--- src/rtl/pwrdn_pkg.sv ---
package pwrdn_pkg;
    typedef enum logic [1:0] {
        PD_RUN    = 2'd0,
        PD_SLEEP  = 2'd1,
        PD_SWSTBY = 2'd2,
        PD_HWSTBY = 2'd3
    } pd_mode_e;

    typedef enum logic [1:0] {
        WS_IDLE = 2'd0,
        WS_T1   = 2'd1,
        WS_T2   = 2'd2,
        WS_T3   = 2'd3
    } wr_phase_e;

    typedef struct packed {
        logic oe;
        logic sel;
    } clkpin_t;
endpackage

--- src/rtl/pwrdn_wrseq.sv ---
module pwrdn_wrseq
    import pwrdn_pkg::*;
#(
    parameter int REG_W = 9
) (
    input  logic             clk,
    input  logic             rst_n,
    input  logic             bus_wr,
    input  logic [REG_W-1:0] bus_wdata,
    output logic [REG_W-1:0] cfg,
    output logic             commit
);
    typedef struct packed {
        wr_phase_e        phase;
        logic [REG_W-1:0] hold;
        logic [REG_W-1:0] cfg;
    } seq_t;

    seq_t seq_d, seq_q;

    always_comb begin
        seq_d = seq_q;
        unique case (seq_q.phase)
            WS_IDLE: begin
                if (bus_wr) begin
                    seq_d.phase = WS_T1;
                    seq_d.hold  = bus_wdata;
                end
            end
            WS_T1: seq_d.phase = WS_T2;
            WS_T2: seq_d.phase = WS_T3;
            WS_T3: begin
                seq_d.phase = WS_IDLE;
                seq_d.cfg   = seq_q.hold;
            end
            default: seq_d.phase = WS_IDLE;
        endcase
    end

    always_ff @(posedge clk or negedge rst_n) begin
        if (!rst_n) begin
            seq_q <= '{phase: WS_IDLE, hold: '0, cfg: '0};
        end else begin
            seq_q <= seq_d;
        end
    end

    assign cfg    = seq_q.cfg;
    assign commit = (seq_q.phase == WS_T3);
endmodule

--- src/rtl/pwrdn_modgate.sv ---
module pwrdn_modgate #(
    parameter int NUM_MOD = 8
) (
    input  logic [NUM_MOD-1:0] stby,
    input  logic [NUM_MOD-1:0] per_wr_req,
    input  logic [NUM_MOD-1:0] mod_tx,
    input  logic [NUM_MOD-1:0] port_dir,
    input  logic [NUM_MOD-1:0] port_dat,
    output logic [NUM_MOD-1:0] mod_halt,
    output logic [NUM_MOD-1:0] mod_clr,
    output logic [NUM_MOD-1:0] per_wr_en,
    output logic [NUM_MOD-1:0] pin_o,
    output logic [NUM_MOD-1:0] pin_oe
);
    for (genvar i = 0; i < NUM_MOD; i++) begin : g_mod
        always_comb begin
            mod_halt[i]  = stby[i];
            mod_clr[i]   = stby[i];
            per_wr_en[i] = per_wr_req[i] & ~stby[i];
            if (stby[i]) begin
                pin_o[i]  = port_dat[i];
                pin_oe[i] = port_dir[i];
            end else begin
                pin_o[i]  = mod_tx[i];
                pin_oe[i] = 1'b1;
            end
        end
    end
endmodule

--- src/rtl/pwrdn_clkpin.sv ---
module pwrdn_clkpin
    import pwrdn_pkg::*;
(
    input  logic       clk,
    input  logic       rst_n,
    input  logic       stop,
    input  logic [1:0] op_mode,
    output logic       clk_pin_o,
    output logic       clk_pin_oe
);
    clkpin_t pin_d, pin_q;
    pd_mode_e mode;

    assign mode = pd_mode_e'(op_mode);

    always_comb begin
        pin_d = '0;
        if (!stop) begin
            unique case (mode)
                PD_RUN, PD_SLEEP: pin_d = '{oe: 1'b1, sel: 1'b1};
                PD_SWSTBY:        pin_d = '{oe: 1'b1, sel: 1'b0};
                default:          pin_d = '0;
            endcase
        end
    end

    // Captured while the clock is low, so the gate never clips a high phase.
    always_ff @(negedge clk or negedge rst_n) begin
        if (!rst_n) begin
            pin_q <= '0;
        end else begin
            pin_q <= pin_d;
        end
    end

    assign clk_pin_oe = pin_q.oe;
    assign clk_pin_o  = pin_q.oe & (pin_q.sel ? clk : 1'b1);
endmodule

--- src/rtl/pwrdn_ctrl.sv ---
module pwrdn_ctrl #(
    parameter int NUM_MOD = 8,
    localparam int REG_W  = NUM_MOD + 1
) (
    input  logic               clk,
    input  logic               rst_n,
    input  logic               bus_wr,
    input  logic [REG_W-1:0]   bus_wdata,
    input  logic [1:0]         op_mode,
    input  logic [NUM_MOD-1:0] per_wr_req,
    input  logic [NUM_MOD-1:0] mod_tx,
    input  logic [NUM_MOD-1:0] port_dir,
    input  logic [NUM_MOD-1:0] port_dat,
    output logic [NUM_MOD-1:0] mod_halt,
    output logic [NUM_MOD-1:0] mod_clr,
    output logic [NUM_MOD-1:0] per_wr_en,
    output logic [NUM_MOD-1:0] pin_o,
    output logic [NUM_MOD-1:0] pin_oe,
    output logic               clk_pin_o,
    output logic               clk_pin_oe
);
    logic [REG_W-1:0] cfg;
    logic             seq_commit;
    logic             cfg_stop;

    assign cfg_stop = cfg[NUM_MOD];

    pwrdn_wrseq #(.REG_W(REG_W)) i_wrseq (
        .clk       (clk),
        .rst_n     (rst_n),
        .bus_wr    (bus_wr),
        .bus_wdata (bus_wdata),
        .cfg       (cfg),
        .commit    (seq_commit)
    );

    pwrdn_modgate #(.NUM_MOD(NUM_MOD)) i_modgate (
        .stby       (cfg[NUM_MOD-1:0]),
        .per_wr_req (per_wr_req),
        .mod_tx     (mod_tx),
        .port_dir   (port_dir),
        .port_dat   (port_dat),
        .mod_halt   (mod_halt),
        .mod_clr    (mod_clr),
        .per_wr_en  (per_wr_en),
        .pin_o      (pin_o),
        .pin_oe     (pin_oe)
    );

    pwrdn_clkpin i_clkpin (
        .clk        (clk),
        .rst_n      (rst_n),
        .stop       (cfg_stop),
        .op_mode    (op_mode),
        .clk_pin_o  (clk_pin_o),
        .clk_pin_oe (clk_pin_oe)
    );
endmodule

--- config.mk ---
export PLATFORM = sky130hd
export DESIGN_NAME = pwrdn_ctrl
export DESIGN_NICKNAME = d
export VERILOG_FILES = /design/src/rtl/pwrdn_pkg.sv /design/src/rtl/pwrdn_wrseq.sv /design/src/rtl/pwrdn_modgate.sv /design/src/rtl/pwrdn_clkpin.sv /design/src/rtl/pwrdn_ctrl.sv
export SDC_FILE = /design/constraint.sdc
export NUM_CORES = 1
export LEC_CHECK = 0
export ABC_AREA = 1
export BUFFER_PORTS_ARGS = -buffer_cell sky130_fd_sc_hd__buf_2
export CORE_ASPECT_RATIO = 1.5
export CORE_UTILIZATION = 25
export DETAILED_ROUTE_END_ITERATION = 10
export PLACE_DENSITY = 0.64
export SLEW_MARGIN = 15
export SYNTH_ARGS = -nofsm -noshare
export SYNTH_HDL_FRONTEND = slang
export SYNTH_SLANG_ARGS = --single-unit
--- constraint.sdc ---
create_clock -name clk -period 3.9 [get_ports clk]
set_clock_uncertainty 0.2 [all_clocks]
set_input_delay 0.78 -clock clk [delete_from_list [all_inputs] [get_ports clk]]
set_output_delay 0.78 -clock clk [all_outputs]
set_load 0.02 [all_outputs]
==> results of run 1 <==
==> routing by layer <==
| layer | vias up | part of all wire [%] | GRT usage (%) |
|---|---|---|---|
| met1 | 542 | 41 | 10.9 |
| met3 | 6 | 6.0 | 1.88 |
| met2 | 46 | 51 | 18.2 |
| met5 | - | 0 | 0 |
| met4 | 0 | 1.8 | 4.23 |
| li1 | 624 | - | - |
==> worst max-delay path, cell delays in order, from the launching register on <==
cell	delay, ns
dfrtn_1	0.40
a21boi_2	0.16
buf_4	0.15
==> per-stage QoR <==
stage	hold WS, ns	cell area [um^2]	util, %
finish	0.130	1690	34.8
global route	0.134	1690	34.8
CTS	0.131	1690	34.8
detailed placement	0.259	1640	33.8
global placement	0.254	1640	33.8
floorplan	0.242	1280	-
==> power groups by stage <==
| stage | sequential (mW) | clock, mW | combinational [mW] |
|---|---|---|---|
| floorplan | 0.395 | 0.0152 | 0.523 |
| global placement | 0.405 | 0.0198 | 0.595 |
| detailed placement | 0.407 | 0.0198 | 0.610 |
| CTS | 0.403 | 0.179 | 0.610 |
| global route | 0.418 | 0.188 | 0.686 |
| finish | 0.401 | 0.171 | 0.602 |
==> cell families after synthesis <==
family | share of synthesized area, %
AOI/OAI and AO/OA | 5.20
adders and majority gates | 3.92
buffers and inverters | 19.3
DFF | 43.1
and+or+nand+nor | 28.4
==> what timing repair did <==
item,CTS,global route
resized for setup,2,0
endpoints found under the hold margin,0,0
setup endpoints to repair,1,1
hold buffers,0,0
==> cell type report <==
class	instances	area (um^2)
Inverter	21	78.8
Clock buffer	4	48.8
Clock inverter	2	7.51
Tap cell	66	82.6
Multi-Input combinational cell	102	483
Sequential cell	22	551
Timing Repair Buffer	87	438
Fill cell	537	3160
==> Yosys cell counts <==
| cell | n | share of area, % |
|---|---|---|
| nor2_1 | 9 | 2.6 |
| o21ai_0 | 6 | 2.4 |
| o21ai_2 | 1 | 0.69 |
| nand3_1 | 10 | 3.9 |
| a21oi_1 | 1 | 0.39 |
| inv_1 | 22 | 6.5 |
| nand2_1 | 58 | 17 |
| o21ai_1 | 3 | 1.2 |
| a21boi_0 | 1 | 0.59 |
| or2_2 | 8 | 3.9 |
| buf_4 | 17 | 10 |
| dfrtn_1 | 2 | 3.9 |
| clkbuf_8 | 1 | 1.1 |
| dfrtp_1 | 20 | 39 |
| buf_6 | 2 | 1.8 |
| ha_1 | 4 | 3.9 |
| nand2_4 | 1 | 0.88 |
==> final timing paths <==
check	from	end
setup / recovery	i_clkpin.clk_pin_oe	clk_pin_o
hold / removal	rst_n	i_wrseq.cfg[7]
setup reg to reg	i_wrseq.cfg[8]	i_clkpin.clk_pin_oe
hold reg to reg	i_wrseq.seq_q[11]	i_wrseq.seq_q[11]
max in group asynchronous	rst_n	i_clkpin.clk_pin_oe
min in group clk	i_wrseq.seq_q[11]	i_wrseq.seq_q[11]
==> registers in the layout, indices dropped and copies added (netlist names) <==
register and flops:
i_clkpin.clk_pin_oe 1, i_wrseq.cfg 9, i_clkpin.pin_q 1, i_wrseq.seq_q 11
==> results.ini, run 1 <==
[outcome]
violations=negative setup slack
outcome=finished with violations

[detailed_routing]
drt_iter0_drc=20
finalWirelength_mm=2.71
first_pass_iters=4
drt.antenna.violating_nets=0
avgViaCountPerCell=4.01
drcViolationCount=0
route.detailed.wl_per_inst_um=8.90
vias=1218

[min_path]
hp-class=in -> async

[synth]
avgSynthCellArea_um2=7.69
syn_area_mm2=0.00128
ys_types=17
synth_fp_nets=216
yosysWarnings=0
syn_inst=166
ys_ff_latch=22
ys_seq_area_share_pct=43.1

[place]
place_ws_ns=0.282
dp_hpwl_mm=2.19
dp_cells=300
port_buffers=87
gp_congestion=0.709

[floorplan]
rows=31
chipHeight_um=89.5
core_area_mm2=0.00485
fp.dieW_um=60.3
initial_utilization_pct=26.3
die_area_mm2=0.00540
pin_count=88

[setup_path]
start_kind=register
timing.critical_path.to_type=output port
crit_required_ns=2.92
critical_path_peak_fanout=2
worstRegToRegCells=1
reg2reg_slack_ns=1.19
cp.arrival_ns=2.93
critPathKind=reg -> out

[sta]
hold_viol=0
slew_headroom_pct=61.4
setup_tns_ns=-0.0141
worst_slew_pin_slew_ns=0.579
setup_viol=1
slew_viol_final=0
setup_ws_ns=-0.0141
rsz0062_at_grt=yes

[pwr]
comb_power_share_pct=51.3
pwr-share-seq_pct=34.1
ir_drop_uv=208
switching_power_uw=555
power_switching_share_pct=47.3
power_density_mw_per_mm2=695
power.total_mw=1.17
pwr-share-clk_pct=14.6
p_leak_nw=1.02
internal_power_uw=618

[global_route]
antenna_found_initial=0
track_usage_pct=9.95
grt_pass1_vias=1045
grt_max_degree=19
overflow=0
grt_pass1_wl_mm=4.13

[clocking]
clk_latency_ns=0.26
postCtsSetupBuffers=0
root_buffer=clkbuf_8
h-tree-depth=1
cts_buffers=3
clk_pin_slew_ns=0.08
clockBufferDepth=2
cts_tree=done

[cells_and_area]
drive_above_1_share_pct=42.9
nets=289
final_common_cell=buf_2
diodes=0
mostFrequentLayoutCells=buf_2, nand2_1, inv_1
area_growth_pct=32.4
final_cells=304

[job]
drv_cap=0

No activity file was read; power rests on OpenSTA's default activity.
==> run 2: changes to the inputs <==
Clock period 3.9 ns to 4.65 ns, I/O delays scaled along.
==> run 2 against run 1 <==
Effect of this change:
- the run now ends clean
- highest routed layer unchanged
- largest power group unchanged
- worst hold slack better by 0.14 ns
- critical path type unchanged
- non-clock buffer count down 1
- wire length down 1.7%
- register-to-register slack better by 0.39 ns
==> results.ini, run 2 (same netlist as run 1, synthesis figures left out) <==
[outcome]
outcome=finished clean

[setup_path]
critical_path_peak_fanout=2  ; unchanged
crit_required_ns=3.52  ; +0.60 ns
start_kind=register
critPathKind=reg -> out
cp_cell_sequence=a21boi_0 -> buf_2
timing.critical_path.to_type=output port
path_buf_inv=1  ; unchanged
crit_family=flip-flops
worst_path_max_delay_cell=dfrtn_1
slowest_delay_ns=0.39  ; about the same
cp.arrival_ns=3.33  ; +0.40 ns

[pwr]
ir_drop_uv=170  ; -19%
power_density_mw_per_mm2=579  ; -17%
p_leak_nw=1.01  ; -0.65%
power.total_uw=970  ; -17%

[place]
gp_congestion=0.613  ; -14%
dp_hpwl_mm=2.16  ; -1.0%
port_buffers=87  ; unchanged

[cells_and_area]
drive_above_1_share_pct=42.2  ; -0.66 points
fill_cells=532  ; -0.93%
diodes=0  ; unchanged
final_common_cell=buf_2
area_growth_pct=31.3
mostFrequentLayoutCells=buf_2, nand2_1, inv_1
top_register=i_wrseq.seq_q
largest_reg_flops=11  ; unchanged
multiInputGateArea_um2=479  ; -0.78%
nets=288  ; -0.35%
seqCellArea_um2=551  ; unchanged

[detailed_routing]
route.detailed.wl_per_inst_um=8.78  ; -1.3%
drcViolationCount=0  ; unchanged
drt.antenna.violating_nets=0  ; unchanged
vias=1193  ; -2.1%
finalWirelength_mm=2.66  ; -1.7%
avgViaCountPerCell=3.94  ; -1.7%
first_pass_iters=4  ; unchanged
drt_iter0_drc=20  ; unchanged

[sta]
slew_viol_final=0  ; unchanged
hold_viol=0  ; unchanged
slew_headroom_pct=63.0  ; +1.6 points
worst_slew_pin_slew_ns=0.556  ; -0.0238 ns
setup_tns_ns=0  ; +0.0141 ns
rsz0062_at_grt=no
setup_viol=0  ; -1

[clocking]
postCtsSetupBuffers=0  ; unchanged
clockBufferDepth=2  ; unchanged
post_cts_resized=0  ; -2
root_buffer=clkbuf_8
clk_latency_ns=0.26  ; about the same
h-tree-depth=1  ; unchanged
hold_buffers=0  ; unchanged
clk_pin_slew_ns=0.08  ; about the same
cts_tree=done
cts_buffers=3  ; unchanged

[global_route]
grt_max_degree=23  ; +4
overflow=0  ; unchanged
grt_pass1_wl_mm=4.00  ; -3.0%
track_usage_pct=9.73  ; -0.21 points
grt_pass1_vias=988  ; -5.5%
antenna_found_initial=0  ; unchanged

[floorplan]
fp.dieW_um=60.3  ; unchanged
initial_utilization_pct=26.3  ; unchanged
core_area_mm2=0.00485  ; unchanged
pin_count=88  ; unchanged
die_area_mm2=0.00540  ; unchanged
rows=31  ; unchanged
chipHeight_um=89.5  ; unchanged

[min_path]
hp-class=reg -> reg

[job]
drv_cap=0  ; unchanged

[run 2: changes by cell type in the layout (fill, tap and decap cells not counted), sizes merged]
cell / change
buf: -1
[run 2: layout make-up]
cell class / count / area share (%)
clock buffer: 4 / 2.76
multi-input combinational: 102 / 28.6
clock inverter: 2 / 0.448
timing repair buffer: 86 / 25.7
inverter: 21 / 4.70
sequential: 22 / 32.9
tap: 66 / 4.93
[run 2: routing by layer]
| metal | global-route usage [%] | wire length [um] |
|---|---|---|
| met1 | 10.3 | 1050 |
| met2 | 18.0 | 1420 |
| met3 | 1.30 | 168 |
| met4 | 5.29 | 21 |
| met5 | 0 | 0 |
[run 2: worst min-delay path, stage by stage, from the launching register on]
cell and delay [ns]:
dfrtp_1 0.34, nand2_1 0.06, nand2_1 0.05
[run 2: stage by stage]
step                      std cells  hold slack (ns)  utilization (%)  instance area (um^2)  setup WS (ns)
after global routing            303            0.313             34.6                  1680          0.155
after detailed placement        299            0.260             33.6                  1630          0.501
after floorplan                 166            0.242                -                  1280          0.151
after CTS                       303            0.279             34.6                  1680          0.175
after global placement          299            0.255             33.6                  1630          0.501
final                           303            0.274             34.6                  1680          0.193
[run 2: path summary, 6_finish.rpt]
| check | slack (ns) | endpoint | startpoint | depth (start not counted) |
|---|---|---|---|---|
| worst min-delay path | 0.27 | i_wrseq.seq_q[17] | i_wrseq.seq_q[17] | 2 |
| max in group asynchronous | 1.27 | i_clkpin.pin_q[0] | rst_n | 1 |
| worst max register to register | 1.58 | i_clkpin.clk_pin_oe | i_wrseq.cfg[8] | 1 |
| min in group asynchronous | 0.42 | i_wrseq.cfg[8] | rst_n | 1 |
| worst min register to register | 0.27 | i_wrseq.seq_q[17] | i_wrseq.seq_q[17] | 2 |
| worst max-delay path | 0.19 | clk_pin_o | i_clkpin.clk_pin_oe | 2 |
[run 2: power by group]
part / switching (mW) / internal, mW
clock network: 0.0702 / 0.0648
registers: 0.0620 / 0.275
logic: 0.326 / 0.173
total: 0.458 / 0.512
